`src/rtl/es_pkg.sv`:
```
package es_pkg;
  typedef enum logic [1:0] {
    PH_IDLE    = 2'd0,
    PH_WR_LEAD = 2'd1,
    PH_RD_LEAD = 2'd2
  } ph_state_e;
endpackage

```
`src/rtl/es_rclk_div.sv`:
```
module es_rclk_div #(
  parameter int DIV_N = 8
) (
  input  logic clk_i,
  input  logic rst_ni,
  input  logic tick_i,
  output logic rd_en_o
);
  localparam int TERM = 2 * DIV_N;
  localparam int CW   = (TERM > 2) ? $clog2(TERM) : 1;

  logic [CW-1:0] cnt_q;
  logic          last_tick;

  assign last_tick = (cnt_q == CW'(TERM - 1));
  assign rd_en_o   = tick_i && last_tick;

  always_ff @(posedge clk_i or negedge rst_ni) begin
    if (!rst_ni)     cnt_q <= '0;
    else if (tick_i) cnt_q <= last_tick ? '0 : cnt_q + 1'b1;
  end

  // two reads need at least two ticks
  assert_rd_gap_R3: assert property (@(posedge clk_i) disable iff (!rst_ni)
    rd_en_o |=> !rd_en_o);
  assert_cnt_range_R3: assert property (@(posedge clk_i) disable iff (!rst_ni)
    cnt_q <= CW'(TERM - 1));
endmodule

```
`src/rtl/es_ptr_ctr.sv`:
```
module es_ptr_ctr #(
  parameter int          AW      = 4,
  parameter logic [AW-1:0] RST_VAL = '0
) (
  input  logic          clk_i,
  input  logic          rst_ni,
  input  logic          en_i,
  output logic [AW-1:0] ptr_o
);
  always_ff @(posedge clk_i or negedge rst_ni) begin
    if (!rst_ni)   ptr_o <= RST_VAL;
    else if (en_i) ptr_o <= ptr_o + 1'b1;
  end

  assert_ptr_step_R2: assert property (@(posedge clk_i) disable iff (!rst_ni)
    en_i |=> ptr_o == AW'($past(ptr_o) + 1'b1));
  assert_ptr_hold_R2: assert property (@(posedge clk_i) disable iff (!rst_ni)
    !en_i |=> $stable(ptr_o));
endmodule

```
`src/rtl/es_store.sv`:
```
module es_store #(
  parameter int AW = 4,
  parameter int DW = 3
) (
  input  logic          clk_i,
  input  logic          rst_ni,
  input  logic          wr_en_i,
  input  logic [AW-1:0] wr_addr_i,
  input  logic [DW-1:0] wr_data_i,
  input  logic          rd_en_i,
  input  logic [AW-1:0] rd_addr_i,
  output logic [DW-1:0] rd_data_o,
  output logic          rd_valid_o
);
  localparam int DEPTH = 1 << AW;

  logic [DW-1:0] mem_q [DEPTH];

  always_ff @(posedge clk_i or negedge rst_ni) begin
    if (!rst_ni) begin
      for (int i = 0; i < DEPTH; i++) mem_q[i] <= '0;
    end else if (wr_en_i) begin
      mem_q[wr_addr_i] <= wr_data_i;
    end
  end

  always_ff @(posedge clk_i or negedge rst_ni) begin
    if (!rst_ni) begin
      rd_data_o  <= '0;
      rd_valid_o <= 1'b0;
    end else begin
      rd_valid_o <= rd_en_i;
      if (rd_en_i) rd_data_o <= mem_q[rd_addr_i];
    end
  end

  assert_wr_lands_R2: assert property (@(posedge clk_i) disable iff (!rst_ni)
    wr_en_i |=> mem_q[$past(wr_addr_i)] == $past(wr_data_i));
endmodule

```
`src/rtl/es_phase_cmp.sv`:
```
module es_phase_cmp
  import es_pkg::*;
(
  input  logic clk_i,
  input  logic rst_ni,
  input  logic wr_msb_i,
  input  logic rd_msb_i,
  output logic advance_o,
  output logic retard_o
);
  logic      wr_msb_q, rd_msb_q;
  logic      wr_fall, rd_fall;
  ph_state_e state_q, state_d;

  assign wr_fall = wr_msb_q && !wr_msb_i;
  assign rd_fall = rd_msb_q && !rd_msb_i;

  always_comb begin
    state_d = state_q;
    unique case (state_q)
      PH_IDLE: begin
        if (wr_fall && !rd_fall)      state_d = PH_WR_LEAD;
        else if (rd_fall && !wr_fall) state_d = PH_RD_LEAD;
      end
      PH_WR_LEAD: if (rd_fall) state_d = PH_IDLE;
      PH_RD_LEAD: if (wr_fall) state_d = PH_IDLE;
      default:    state_d = PH_IDLE;
    endcase
  end

  always_ff @(posedge clk_i or negedge rst_ni) begin
    if (!rst_ni) begin
      wr_msb_q <= 1'b0;
      rd_msb_q <= 1'b0;
      state_q  <= PH_IDLE;
    end else begin
      wr_msb_q <= wr_msb_i;
      rd_msb_q <= rd_msb_i;
      state_q  <= state_d;
    end
  end

  assign advance_o = (state_q == PH_WR_LEAD);
  assign retard_o  = (state_q == PH_RD_LEAD);

  assert_req_excl_R6: assert property (@(posedge clk_i) disable iff (!rst_ni)
    !(advance_o && retard_o));
  assert_adv_rise_R5: assert property (@(posedge clk_i) disable iff (!rst_ni)
    $rose(advance_o) |-> $past(wr_msb_i, 2) && !$past(wr_msb_i));
  assert_adv_fall_R5: assert property (@(posedge clk_i) disable iff (!rst_ni)
    $fell(advance_o) |-> $past(rd_msb_i, 2) && !$past(rd_msb_i));
  assert_ret_rise_R4: assert property (@(posedge clk_i) disable iff (!rst_ni)
    $rose(retard_o) |-> $past(rd_msb_i, 2) && !$past(rd_msb_i));
  assert_ret_fall_R4: assert property (@(posedge clk_i) disable iff (!rst_ni)
    $fell(retard_o) |-> $past(wr_msb_i, 2) && !$past(wr_msb_i));
endmodule

```
`src/rtl/elastic_store_pc.sv`:
```
module elastic_store_pc #(
  parameter int AW    = 4,
  parameter int DW    = 3,
  parameter int DIV_N = 8
) (
  input  logic          clk_i,
  input  logic          rst_ni,
  input  logic          wr_en_i,
  input  logic [DW-1:0] wr_data_i,
  input  logic          osc_tick_i,
  output logic [DW-1:0] rd_data_o,
  output logic          rd_valid_o,
  output logic          advance_o,
  output logic          retard_o,
  output logic          slip_o
);
  localparam logic [AW-1:0] RD_START = AW'(1 << (AW - 1));

  logic          rd_en;
  logic [AW-1:0] wr_ptr, rd_ptr;

  es_rclk_div #(.DIV_N(DIV_N)) u_div (
    .clk_i, .rst_ni, .tick_i(osc_tick_i), .rd_en_o(rd_en)
  );

  es_ptr_ctr #(.AW(AW), .RST_VAL('0)) u_wr_ptr (
    .clk_i, .rst_ni, .en_i(wr_en_i), .ptr_o(wr_ptr)
  );

  es_ptr_ctr #(.AW(AW), .RST_VAL(RD_START)) u_rd_ptr (
    .clk_i, .rst_ni, .en_i(rd_en), .ptr_o(rd_ptr)
  );

  es_store #(.AW(AW), .DW(DW)) u_store (
    .clk_i, .rst_ni,
    .wr_en_i, .wr_addr_i(wr_ptr), .wr_data_i,
    .rd_en_i(rd_en), .rd_addr_i(rd_ptr),
    .rd_data_o, .rd_valid_o
  );

  es_phase_cmp u_cmp (
    .clk_i, .rst_ni,
    .wr_msb_i(wr_ptr[AW-1]), .rd_msb_i(rd_ptr[AW-1]),
    .advance_o, .retard_o
  );

  always_ff @(posedge clk_i or negedge rst_ni) begin
    if (!rst_ni) slip_o <= 1'b0;
    else         slip_o <= (wr_en_i || rd_en) && (wr_ptr == rd_ptr);
  end

  assert_slip_pulse_R7: assert property (@(posedge clk_i) disable iff (!rst_ni)
    slip_o |-> $past(wr_en_i) || $past(osc_tick_i));
  assert_rd_valid_tick_R3: assert property (@(posedge clk_i) disable iff (!rst_ni)
    rd_valid_o |-> $past(osc_tick_i));
endmodule

```
`config.mk`:
```
export PLATFORM = sky130hd
export DESIGN_NAME = elastic_store_pc
export DESIGN_NICKNAME = d
export VERILOG_FILES = /design/src/rtl/es_pkg.sv /design/src/rtl/es_rclk_div.sv /design/src/rtl/es_ptr_ctr.sv /design/src/rtl/es_store.sv /design/src/rtl/es_phase_cmp.sv /design/src/rtl/elastic_store_pc.sv
export SDC_FILE = /design/constraint.sdc
export NUM_CORES = 1
export LEC_CHECK = 0
export BUFFER_PORTS_ARGS = -buffer_cell sky130_fd_sc_hd__buf_2
export CAP_MARGIN = 15
export CORE_MARGIN = 2
export CORE_UTILIZATION = 35
export CTS_CLUSTER_DIAMETER = 200
export DETAILED_ROUTE_END_ITERATION = 10
export HOLD_SLACK_MARGIN = 0.05
export PLACE_DENSITY_LB_ADDON = 0.15
export SYNTH_ARGS = -nofsm -noshare
export SYNTH_HDL_FRONTEND = slang
export SYNTH_SLANG_ARGS = --single-unit
```
`constraint.sdc`:
```
create_clock -name clk_i -period 4.7 [get_ports clk_i]
set_input_delay 0.705 -clock clk_i [delete_from_list [all_inputs] [get_ports clk_i]]
set_output_delay 0.705 -clock clk_i [all_outputs]
set_load 0.03 [all_outputs]
```
After elaboration in Yosys (flattened, before gate mapping)
Index checks and enable logic that the tools add are counted.
- register bits: 69
- word-level logic and storage cells: 66
- output and inout port bits: 7
- reductions and logical operators: 14
- bitwise gates (word level): 2
- magnitude comparators: 3
- eq/ne operators: 7
- mux-type cells: 12
- add/subtract/negate cells: 3
- operators with widths (operator ; number):
    $bwmux 48 ; 1
    $add 4x1->4 const B ; 3
    $bmux 3 s4 ; 1
    $demux 3 s4 ; 1
    $ge 5x5->1 const B ; 2
    $not 4->5 ; 2
    $mux 3 ; 3
    $mux 2 ; 4
    $logic_and 1x1->1 ; 7
    $pmux 2 s3 ; 1
    $lt 5x1->1 const B ; 1
    $eq 4x4->1 ; 1
    $eq 4x4->1 const B ; 1
    $logic_not 1->1 ; 4
    $mux 4 ; 1
    $ne 2x1->1 const B ; 2
    $ne 3x1->1 const B ; 1
    $reduce_and 3->1 ; 1
    $eq 2x1->1 const B ; 1
    $eq 2x2->1 const B ; 1
    $logic_not 2->1 ; 1
    $logic_or 1x1->1 ; 1

Depth between registers and ports, before layout
Gate-level depths: netlist (run 1).
- depth after elaboration: 7
- mapped depth: 6
- mapped depth without buffers: 5

Cells and area by module
A second synthesis (run 1) with hierarchy kept.
- cells, all modules: 218
- area total of the unflattened synthesis: 3219.3 um2
- modules (own cells, without submodules) (module ; instances ; area each (um2) ; cells an instance ; sequential area each (um2)):
    es_store ; 1 ; 2446.1 ; 159 ; 1301.2
    es_rclk_div ; 1 ; 193.9 ; 16 ; 100.1
    es_phase_cmp ; 1 ; 180.2 ; 14 ; 100.1
    es_ptr_ctr at u_rd_ptr ; 1 ; 161.4 ; 11 ; 101.3
    es_ptr_ctr at u_wr_ptr ; 1 ; 160.2 ; 11 ; 100.1
    elastic_store_pc ; 1 ; 77.6 ; 7 ; 25.0

Least setup slack after synthesis (run 1)
No wires, ideal clock.
- path kind: input -> register
- start point: input port osc_tick_i
- end point: register u_rd_ptr.ptr_o[3]
- data arrival time: 1.561 ns
- path slack: 3.058 ns
- cell stages on the path: 5
- required time: 4.619 ns
- buffers on the path: 1
- path through: buf_2 > nand4_1 > inv_2 > nand4_1 > xnor2_1
- word-level cells in the longest chain between the ends: 1
- RTL lines (item ; line ; source):
    start, declared ; elastic_store_pc.sv:10 ; input logic osc_tick_i,
    $logic_and 1x1->1 ; es_rclk_div.sv:16 ; assign rd_en_o = tick_i && last_tick;
    named net rd_en ; elastic_store_pc.sv:19 ; logic rd_en;
    end signal, assigned ; es_ptr_ctr.sv:12 ; else if (en_i) ptr_o <= ptr_o + 1'b1;
    end, declared ; es_ptr_ctr.sv:8 ; output logic [AW-1:0] ptr_o
The timed path passes the listed nets, and every way through them passes these cells.
A chain may end at the register's enable or synchronous reset.

Worst setup path in the final report (run 1)
- start point: register u_rd_ptr.ptr_o[1]
- end point: register u_store.rd_data_o[2]
- word-level cells in the longest chain between the ends: 4
- RTL lines (item ; line ; source):
    $not 4->5 (implied by the code) ; es_store.sv:33 ; if (rd_en_i) rd_data_o <= mem_q[rd_addr_i];
    $bmux 3 s4 ; es_store.sv:33 ;
    $mux 3 (implied by the code) (2 in series) ; es_store.sv:33 ;
    end signal, assigned ; es_store.sv:33 ;
    end, declared ; es_store.sv:12 ; output logic [DW-1:0] rd_data_o,
No other way between the ends. The select of a mux whose other input is x is not followed.

==> impl_metrics.json, run 1 <==
{
  "ctsHtreeMaxLevel": 3,
  "viasPerCell": 5.157,
  "vdd_drop_max_mv": 0.1833,
  "synth_nets": 243,
  "diodes": 0,
  "path_depth": 4,
  "min_period_ps": 1985,
  "clock_power_share_pct": 24.0,
  "final_common_cell": "dfrtp_1",
  "grt_pass1_vias": 1870,
  "skew_ps": 13.45,
  "fill_cells": 806,
  "critical_path_class": "register to register",
  "worst_slew_pin_slew_ps": 781.1,
  "r2r-start": "u_rd_ptr.ptr_o[1]",
  "synthesis.area_sq_um": 3189,
  "ys_seq_area_share_pct": 54.18,
  "drcViolationCount": 0,
  "io_pins": 14,
  "yosys.area.top_type": "dfrtp_1",
  "pwr-share-comb_pct": 28.7,
  "layout_common_cells": "dfrtp_1 (68), mux2_2 (48), nand2_1 (21)",
  "slew-limit-headroom_pct": 47.93,
  "hold-worst-slack_ps": 414.0,
  "grt_first_pass_wirelength_um": 10800,
  "setup_viol": 0,
  "path_buf_inv": 0,
  "track_usage_pct": 14.45,
  "fp.dieW_um": 99.46,
  "final_cells": 356,
  "cts.path.max_buffers": 2,
  "core_sq_um": 8763,
  "leakage_nw": 1.554,
  "root_buffer": "clkbuf_8",
  "post-cts-setup-buffers": 0,
  "crit_family": "flip-flops",
  "dp.cells": 340,
  "overflow": 0,
  "rows": 34,
  "clock-sinks": 69,
  "path_max_fanout": 16,
  "cts_hold_buf": 0,
  "routedWlPerCell_um": 17.90,
  "async_flop_share_pct": 100.0,
  "initial_core_util_pct": 36.39,
  "synth-edff-count": 0,
  "max_stage_delay_ps": 860,
  "yosys_warnings": 0,
  "critPathLaunch": "u_rd_ptr.ptr_o[1]",
  "cts_resized": 0,
  "p_int_mw": 1.542,
  "cp_cell_sequence": "mux4_2 -> nand2b_1 -> o211ai_1 -> o311ai_1",
  "multi_input_area_sq_um": 1383,
  "arrival_ps": 2210,
  "synth_area_leaders": "dfrtp_1 (53%), mux2_2 (17%), mux4_1 (4.9%)",
  "antenna_found_initial": 0,
  "num_vias": 1836,
  "synth_seq_cells": 69,
  "die_h_um": 99.46,
  "switching_share_pct": 31.84,
  "critPathCaptureType": "register",
  "synth.avg_cell_area_sq_um": 13.87,
  "tritoncts": "yes",
  "grt_max_degree": 36,
  "regArea_sq_um": 1728,
  "dp_hpwl_um": 4465,
  "numCtsBuffers": 9,
  "rsz0062_at_grt": "no",
  "synth.distinct_cells": 34,
  "nets": 256,
  "power.share.sequential_pct": 47.3,
  "synthToLayoutAreaGrowth_pct": 11.49,
  "drtIter0Drc": 83,
  "path_clk_slew_ps": 90,
  "max-cap-violations": 0,
  "start_kind": "register",
  "dr.pass1.iters": 4,
  "io_buffers": 13,
  "worstRegToRegCells": 4,
  "switchingPower_mw": 0.7203,
  "place_congestion": 0.7479,
  "fmax_mhz": 503.8,
  "power.density_nw_per_um2": 636.3,
  "hold_class": "primary input to async pin",
  "cp.required_ps": 4920,
  "synth-main-ff-cell": "dfrtp_1",
  "fin_tns_setup_ps": 0,
  "finalCritPeriodShare_pct": 42.23,
  "finalHoldViolCount": 0,
  "drt-total-wl_um": 6373,
  "cp_slowest_cell": "dfrtp_1",
  "status": "finished clean",
  "postSynthCellCount": 230,
  "synth_top_area_share_pct": 53.35,
  "worst_skew_pair.late_latency_ps": 350,
  "ant_nets": 0,
  "die_area_sq_um": 9892,
  "drive_gt1_share_pct": 34.27,
  "slew_viol_final": 0
}
cells by family (layout without fill, tap and decap cells):
kind of cell,after synthesis,count (layout),synth area share (%)
muxes,65,65,27.38
AOI/OAI and AO/OA,12,12,2.511
and+or+nand+nor,50,50,7.807
buffers and inverters,16,34,2.471
xor gates and xnor gates,12,12,3.295
DFF,69,69,54.18
adders and majority gates,6,6,2.354
cell type report:
| cell class | instances | area share (%) |
|---|---|---|
| multi-input cells | 145 | 38.88 |
| inverters | 4 | 0.4222 |
| well taps | 108 | 3.800 |
| clock inverters | 7 | 2.780 |
| flip-flops and latches | 69 | 48.59 |
| clock buffers | 9 | 3.483 |
| repair buffers | 14 | 2.041 |
synth_stat cells, drive strengths merged (5+ instances only):
library cell  count
xnor2            11
nand4             6
and3              5
buf               8
mux4             11
mux2             50
dfrtp            68
ha                6
nor2              7
nand2            21
flip-flops by register name (all words and copies together), names as in the netlist:
signal	count
u_store.mem_q	48
slip_o	1
u_cmp.rd_msb_q	1
u_rd_ptr.ptr_o	4
u_cmp.state_q	2
u_store.rd_data_o	3
u_store.rd_valid_o	1
u_div.cnt_q	4
u_cmp.wr_msb_q	1
u_wr_ptr.ptr_o	4
stage by stage:
step / setup WS, ps / utilization (%) / instance area (sq um) / power, mW
after floorplan: 3058 / - / 3189 / 1.557
after global placement: 2748 / 38.04 / 3333 / 1.730
after detailed placement: 2716 / 38.04 / 3333 / 1.740
after CTS: 2686 / 40.58 / 3556 / 2.285
after global routing: 2586 / 40.58 / 3556 / 2.417
final: 2715 / 40.58 / 3556 / 2.263
metal layers:
layer / wire length (um) / track usage [%]
met1: 3272 / 21.69
met2: 2725 / 19.96
met3: 239 / 3.303
met4: 135 / 6.322
met5: 0 / 0
worst paths after layout:
| kind | slack [ps] | end |
|---|---|---|
| setup / recovery | 2720 | u_store.rd_data_o[2] |
| hold / removal | 410 | u_cmp.state_q[0] |
| setup reg to reg | 2720 | u_store.rd_data_o[2] |
| hold reg to reg | 460 | u_cmp.rd_msb_q |
| max in group asynchronous | 3340 | u_store.mem_q[22] |
| min in group clk_i | 460 | u_cmp.rd_msb_q |
power by group through the flow:
stage	clock network (mW)	logic [mW]	registers (mW)
after CTS	0.556	0.660	1.07
after detailed placement	0	0.658	1.08
final	0.543	0.650	1.07
after floorplan	0	0.583	0.974
after global placement	0	0.642	1.09
after global routing	0.587	0.727	1.10
Note: power is estimated with default switching activity, not from simulation.
==> run 2, diff against run 1 <==
==> constraint.sdc (replaced) <==
create_clock -name clk_i -period 1.92 [get_ports clk_i]
set_input_delay 0.288 -clock clk_i [delete_from_list [all_inputs] [get_ports clk_i]]
set_output_delay 0.288 -clock clk_i [all_outputs]
set_load 0.03 [all_outputs]
==> run 2 against run 1 <==
Routed wire length grew 3.4%. Clock power grew 84%. Cell count grew 2.2%. Combinational power grew to 2.7 times the previous value. Worst hold slack lost 160 ps. Highest routed layer unchanged.
==> impl_metrics.json, run 2 (synthesized netlist as in run 1, its figures left out) <==
{
  "die_h_um": 99.46,
  "track_usage_pct": 14.99,
  "hold_class": "primary input to register",
  "max_stage_delay_ps": 560,
  "antenna_found_initial": 0,
  "io_pins": 14,
  "rsz0062_at_grt": "no",
  "nets": 264,
  "drt-total-wl_um": 6588,
  "routedWlPerCell_um": 18.10,
  "fill_cells": 849,
  "core_sq_um": 8763,
  "finalCritPeriodShare_pct": 90.31,
  "drcViolationCount": 0,
  "diodes": 0,
  "cts.path.max_buffers": 2,
  "dr.pass1.iters": 4,
  "largest_register_ffs": 48,
  "power.density_nw_per_um2": 1490,
  "drtIter0Drc": 79,
  "overflow": 0,
  "finalHoldViolCount": 0,
  "synthToLayoutAreaGrowth_pct": 11.69,
  "slew_viol_final": 0,
  "hold_start": "osc_tick_i",
  "viasPerCell": 5.140,
  "regMostFlops": "u_store.mem_q",
  "skew_ps": 6.587,
  "min_period_ps": 1734,
  "max-cap-violations": 0,
  "initial_core_util_pct": 36.39,
  "vdd_drop_max_mv": 0.4221,
  "io_buffers": 13,
  "rows": 34,
  "cp_slowest_cell": "mux4_1",
  "cts_resized": 0,
  "path_max_fanout": 8,
  "critical_path_class": "register to register",
  "grt_pass1_vias": 1888,
  "tritoncts": "yes",
  "drive_gt1_share_pct": 34.38,
  "root_buffer": "clkbuf_8",
  "r2r-start": "u_rd_ptr.ptr_o[0]",
  "clock-sinks": 69,
  "status": "finished clean",
  "die_area_sq_um": 9892,
  "ant_nets": 0,
  "path_clk_slew_ps": 70,
  "fmax_mhz": 576.7,
  "leakage_nw": 1.569,
  "fin_tns_setup_ps": 0,
  "dp_hpwl_um": 4561,
  "final_common_cell": "dfrtp_1",
  "num_vias": 1871,
  "worst_slew_pin_slew_ps": 406.9,
  "grt_max_degree": 70,
  "fp.dieW_um": 99.46,
  "slew-limit-headroom_pct": 72.87,
  "layout_common_cells": "dfrtp_1 (68), mux2_2 (48), nand2_1 (21)",
  "place_congestion": 0.7420,
  "critPathCaptureType": "register",
  "grt_first_pass_wirelength_um": 11070,
  "start_kind": "register",
  "worst_skew_pair.late_latency_ps": 350,
  "cp.required_ps": 2140,
  "critPathLaunch": "u_rd_ptr.ptr_o[0]",
  "ctsHtreeMaxLevel": 3,
  "numCtsBuffers": 9,
  "arrival_ps": 1950,
  "path_buf_inv": 1,
  "crit_family": "multiplexers",
  "cp_cell_sequence": "buf_4 -> mux4_1 -> mux2i_1 -> o311ai_1",
  "setup_viol": 0,
  "post-cts-setup-buffers": 0,
  "hold-worst-slack_ps": 258.0
}
run 2: tightest hold or removal path: stages:
cell and delay, ps:
buf_2 140, nand2_1 80, xnor2_1 60
run 2: final timing paths:
kind,slack [ps],end,cells after the start
worst min-delay path,260,u_div.cnt_q[2],3
worst min register to register,460,u_cmp.rd_msb_q,0
worst max register to register,190,u_store.rd_data_o[2],4
max in group asynchronous,1110,u_rd_ptr.ptr_o[3],3
min in group asynchronous,490,u_div.cnt_q[2],3
worst max-delay path,190,u_store.rd_data_o[2],4
run 2: area by class of cell:
class	count	area (sq um)	share of cell area [%]
Sequential cell	69	1728	48.51
Multi-Input combinational cell	145	1383	38.81
Timing Repair Buffer	22	147.6	4.145
Clock buffer	13	138.9	3.899
Tap cell	108	135.1	3.793
Clock inverter	3	15.01	0.4215
Inverter	4	15.01	0.4215
run 2: layer usage:
metal | part of all wire, % | vias up | wire (um) | GRT usage (%)
li1 | - | 878 | - | -
met1 | 53 | 959 | 3463 | 22.64
met2 | 43 | 24 | 2833 | 20.84
met3 | 2.9 | 10 | 190 | 3.584
met4 | 1.5 | 0 | 100 | 5.690
met5 | 0 | - | 0 | 0
run 2: what timing repair did:
action                                 CTS  global route
hold buffers                             1             0
endpoints found under the hold margin   68             0
setup endpoints to repair                0             0
run 2: per-stage QoR:
stage	cell area, sq um	power (mW)	cells	util, %	setup slack [ps]
6_report	3562	5.307	364	40.65	186.0
3_5_place_dp	3398	4.351	347	38.78	176.3
2_1_floorplan	3189	3.811	230	-	412.2
5_1_grt	3562	5.670	364	40.65	112.0
3_3_place_gp	3398	4.335	347	38.78	216.7
4_1_cts	3562	5.354	364	40.65	168.6
run 2: report_power, final:
group          switching [mW]  internal, mW  total (mW)
clock network           0.533         0.465       0.998
registers               0.503          2.07        2.58
logic                   0.705          1.03        1.73
==> run 3, diff against run 2 <==
--- a/config.mk
+++ b/config.mk
@@ -8,7 +8,7 @@
 export BUFFER_PORTS_ARGS = -buffer_cell sky130_fd_sc_hd__buf_2
 export CAP_MARGIN = 15
 export CORE_MARGIN = 2
-export CORE_UTILIZATION = 35
+export CORE_UTILIZATION = 60
 export CTS_CLUSTER_DIAMETER = 200
 export DETAILED_ROUTE_END_ITERATION = 10
 export HOLD_SLACK_MARGIN = 0.05
==> constraint.sdc (replaced) <==
create_clock -name clk_i -period 1.8 [get_ports clk_i]
set_input_delay 0.27 -clock clk_i [delete_from_list [all_inputs] [get_ports clk_i]]
set_output_delay 0.27 -clock clk_i [all_outputs]
set_load 0.03 [all_outputs]
==> run 3 against run 2 <==
Maximum frequency is 3.2% higher. Sequential power rose by 5%. Sequential share of layout area rose by 0.41 points. Via count up 1.3%. Worst hold slack worse by 16 ps. Design area decreased by 0.77%. Largest power group unchanged. Critical path depth did not move. Critical endpoint is now u_store.rd_data_o[1]. Highest routed layer unchanged.
==> impl_metrics.json, run 3 (synthesized netlist as in run 1, its figures left out) <==
{
  "fill_cells": 373,
  "worst_slack_ps": 119.3,
  "die_area_sq_um": 5914,
  "path_max_fanout": 11,
  "tritoncts": "yes",
  "final_cells": 327,
  "fmax_mhz": 595.0,
  "worst_slew_pin_slew_ps": 460.3,
  "multi_input_area_sq_um": 1383,
  "dp_hpwl_um": 4374,
  "min_period_ps": 1681,
  "drive_gt1_share_pct": 36.19,
  "finalHoldViolCount": 0,
  "worst_skew_pair.late_latency_ps": 340,
  "layout_common_cells": "dfrtp_1 (67), mux2_2 (48), nand2_1 (21)",
  "grt-busiest-layer": "met1",
  "diodes": 0,
  "dr.pass1.iters": 4,
  "initial_core_util_pct": 62.44,
  "grt_max_degree": 37,
  "dp.cells": 310,
  "antenna_found_initial": 0,
  "grt_pass1_vias": 1978,
  "post-cts-setup-buffers": 0,
  "critPathCaptureType": "register",
  "power.density_nw_per_um2": 1610,
  "clock-sinks": 69,
  "track_usage_pct": 22.98,
  "start_kind": "register",
  "utilization_pct": 69.21,
  "root_buffer": "clkbuf_8",
  "drtIter0Drc": 148,
  "die_h_um": 76.91,
  "slew_viol_final": 0,
  "vdd_drop_max_mv": 1.010,
  "io_buffers": 13,
  "ant_nets": 0,
  "fp.dieW_um": 76.91,
  "place_congestion": 0.7630,
  "skew_ps": 8.995,
  "drt-total-wl_um": 6097,
  "path_clk_slew_ps": 70,
  "finalCritPeriodShare_pct": 93.37,
  "largest_register_ffs": 48,
  "grtUsageMet1_pct": 33.85,
  "use_met2_pct": 32.46,
  "max-cap-violations": 0,
  "viasPerCell": 5.795,
  "numCtsBuffers": 9,
  "hold_class": "primary input to register",
  "grt_first_pass_wirelength_um": 10180,
  "slew-limit-headroom_pct": 69.31,
  "regMostFlops": "u_store.mem_q",
  "regArea_sq_um": 1729,
  "cp.required_ps": 2020,
  "fin_area_sq_um": 3535,
  "overflow": 0,
  "dpl_cell_area_sq_um": 3346,
  "final_common_cell": "dfrtp_1",
  "hold-worst-slack_ps": 242.0,
  "num_vias": 1895,
  "dp_slack_ps": 81.55,
  "cts.path.max_buffers": 2,
  "grtUsageMet3_pct": 5.176,
  "io_pins": 14,
  "power.total_mw": 5.692,
  "core_sq_um": 5107,
  "status": "finished clean",
  "critical_path_class": "register to register",
  "leakage_nw": 1.579,
  "ctsHtreeMaxLevel": 3,
  "fin_tns_setup_ps": 0,
  "arrival_ps": 1900,
  "routedWlPerCell_um": 18.65,
  "rows": 26,
  "rsz0062_at_grt": "no",
  "drcViolationCount": 0,
  "setup_viol": 0,
  "nets": 265,
  "synthToLayoutAreaGrowth_pct": 10.83
}
run 3: what timing repair did:
action,CTS,global route
gates resized for setup,0,1
setup endpoints to repair,0,2
hold buffers,1,0
endpoints found under the hold margin,68,0
run 3: layout make-up:
cell class	instances	area share [%]
Multi-Input combinational cell	145	39.12
Clock buffer	12	4.389
Tap cell	70	2.478
Inverter	4	0.4248
Clock inverter	4	0.6372
Sequential cell	69	48.92
Timing Repair Buffer	23	4.035
run 3: per-layer routing:
metal / part of all wire, % / vias to the layer above / routed length, um
met2: 45 / 56 / 2725
met5: 0 / - / 0
met4: 1.6 / 0 / 98
li1: - / 880 / -
met1: 47 / 949 / 2862
met3: 6.7 / 10 / 411
run 3: where the power goes:
group | total, mW | switching, mW | leakage, nW | internal, mW
Sequential | 2.71 | 0.493 | 0.853 | 2.22
Combinational | 1.87 | 0.777 | 0.634 | 1.09
Clock | 1.12 | 0.549 | 0.0921 | 0.568
run 3: worst paths after layout:
| check | start | cells after the start | to | slack [ps] |
|---|---|---|---|---|
| setup / recovery | u_rd_ptr.ptr_o[0] | 4 | u_store.rd_data_o[1] | 120 |
| setup reg to reg | u_rd_ptr.ptr_o[0] | 4 | u_store.rd_data_o[1] | 120 |
| min in group asynchronous | rst_ni | 3 | u_store.rd_data_o[1] | 500 |
| hold reg to reg | u_rd_ptr.ptr_o[3] | 0 | u_cmp.rd_msb_q | 460 |
| max in group asynchronous | rst_ni | 3 | u_rd_ptr.ptr_o[0] | 950 |
| hold / removal | osc_tick_i | 3 | u_div.cnt_q[2] | 240 |
run 3: worst max-delay path, cell delays in order (launching register included):
cell      delay (ps)
dfrtp_2          440
buf_4            220
mux4_1           560
mux2i_1          220
o311ai_1         110
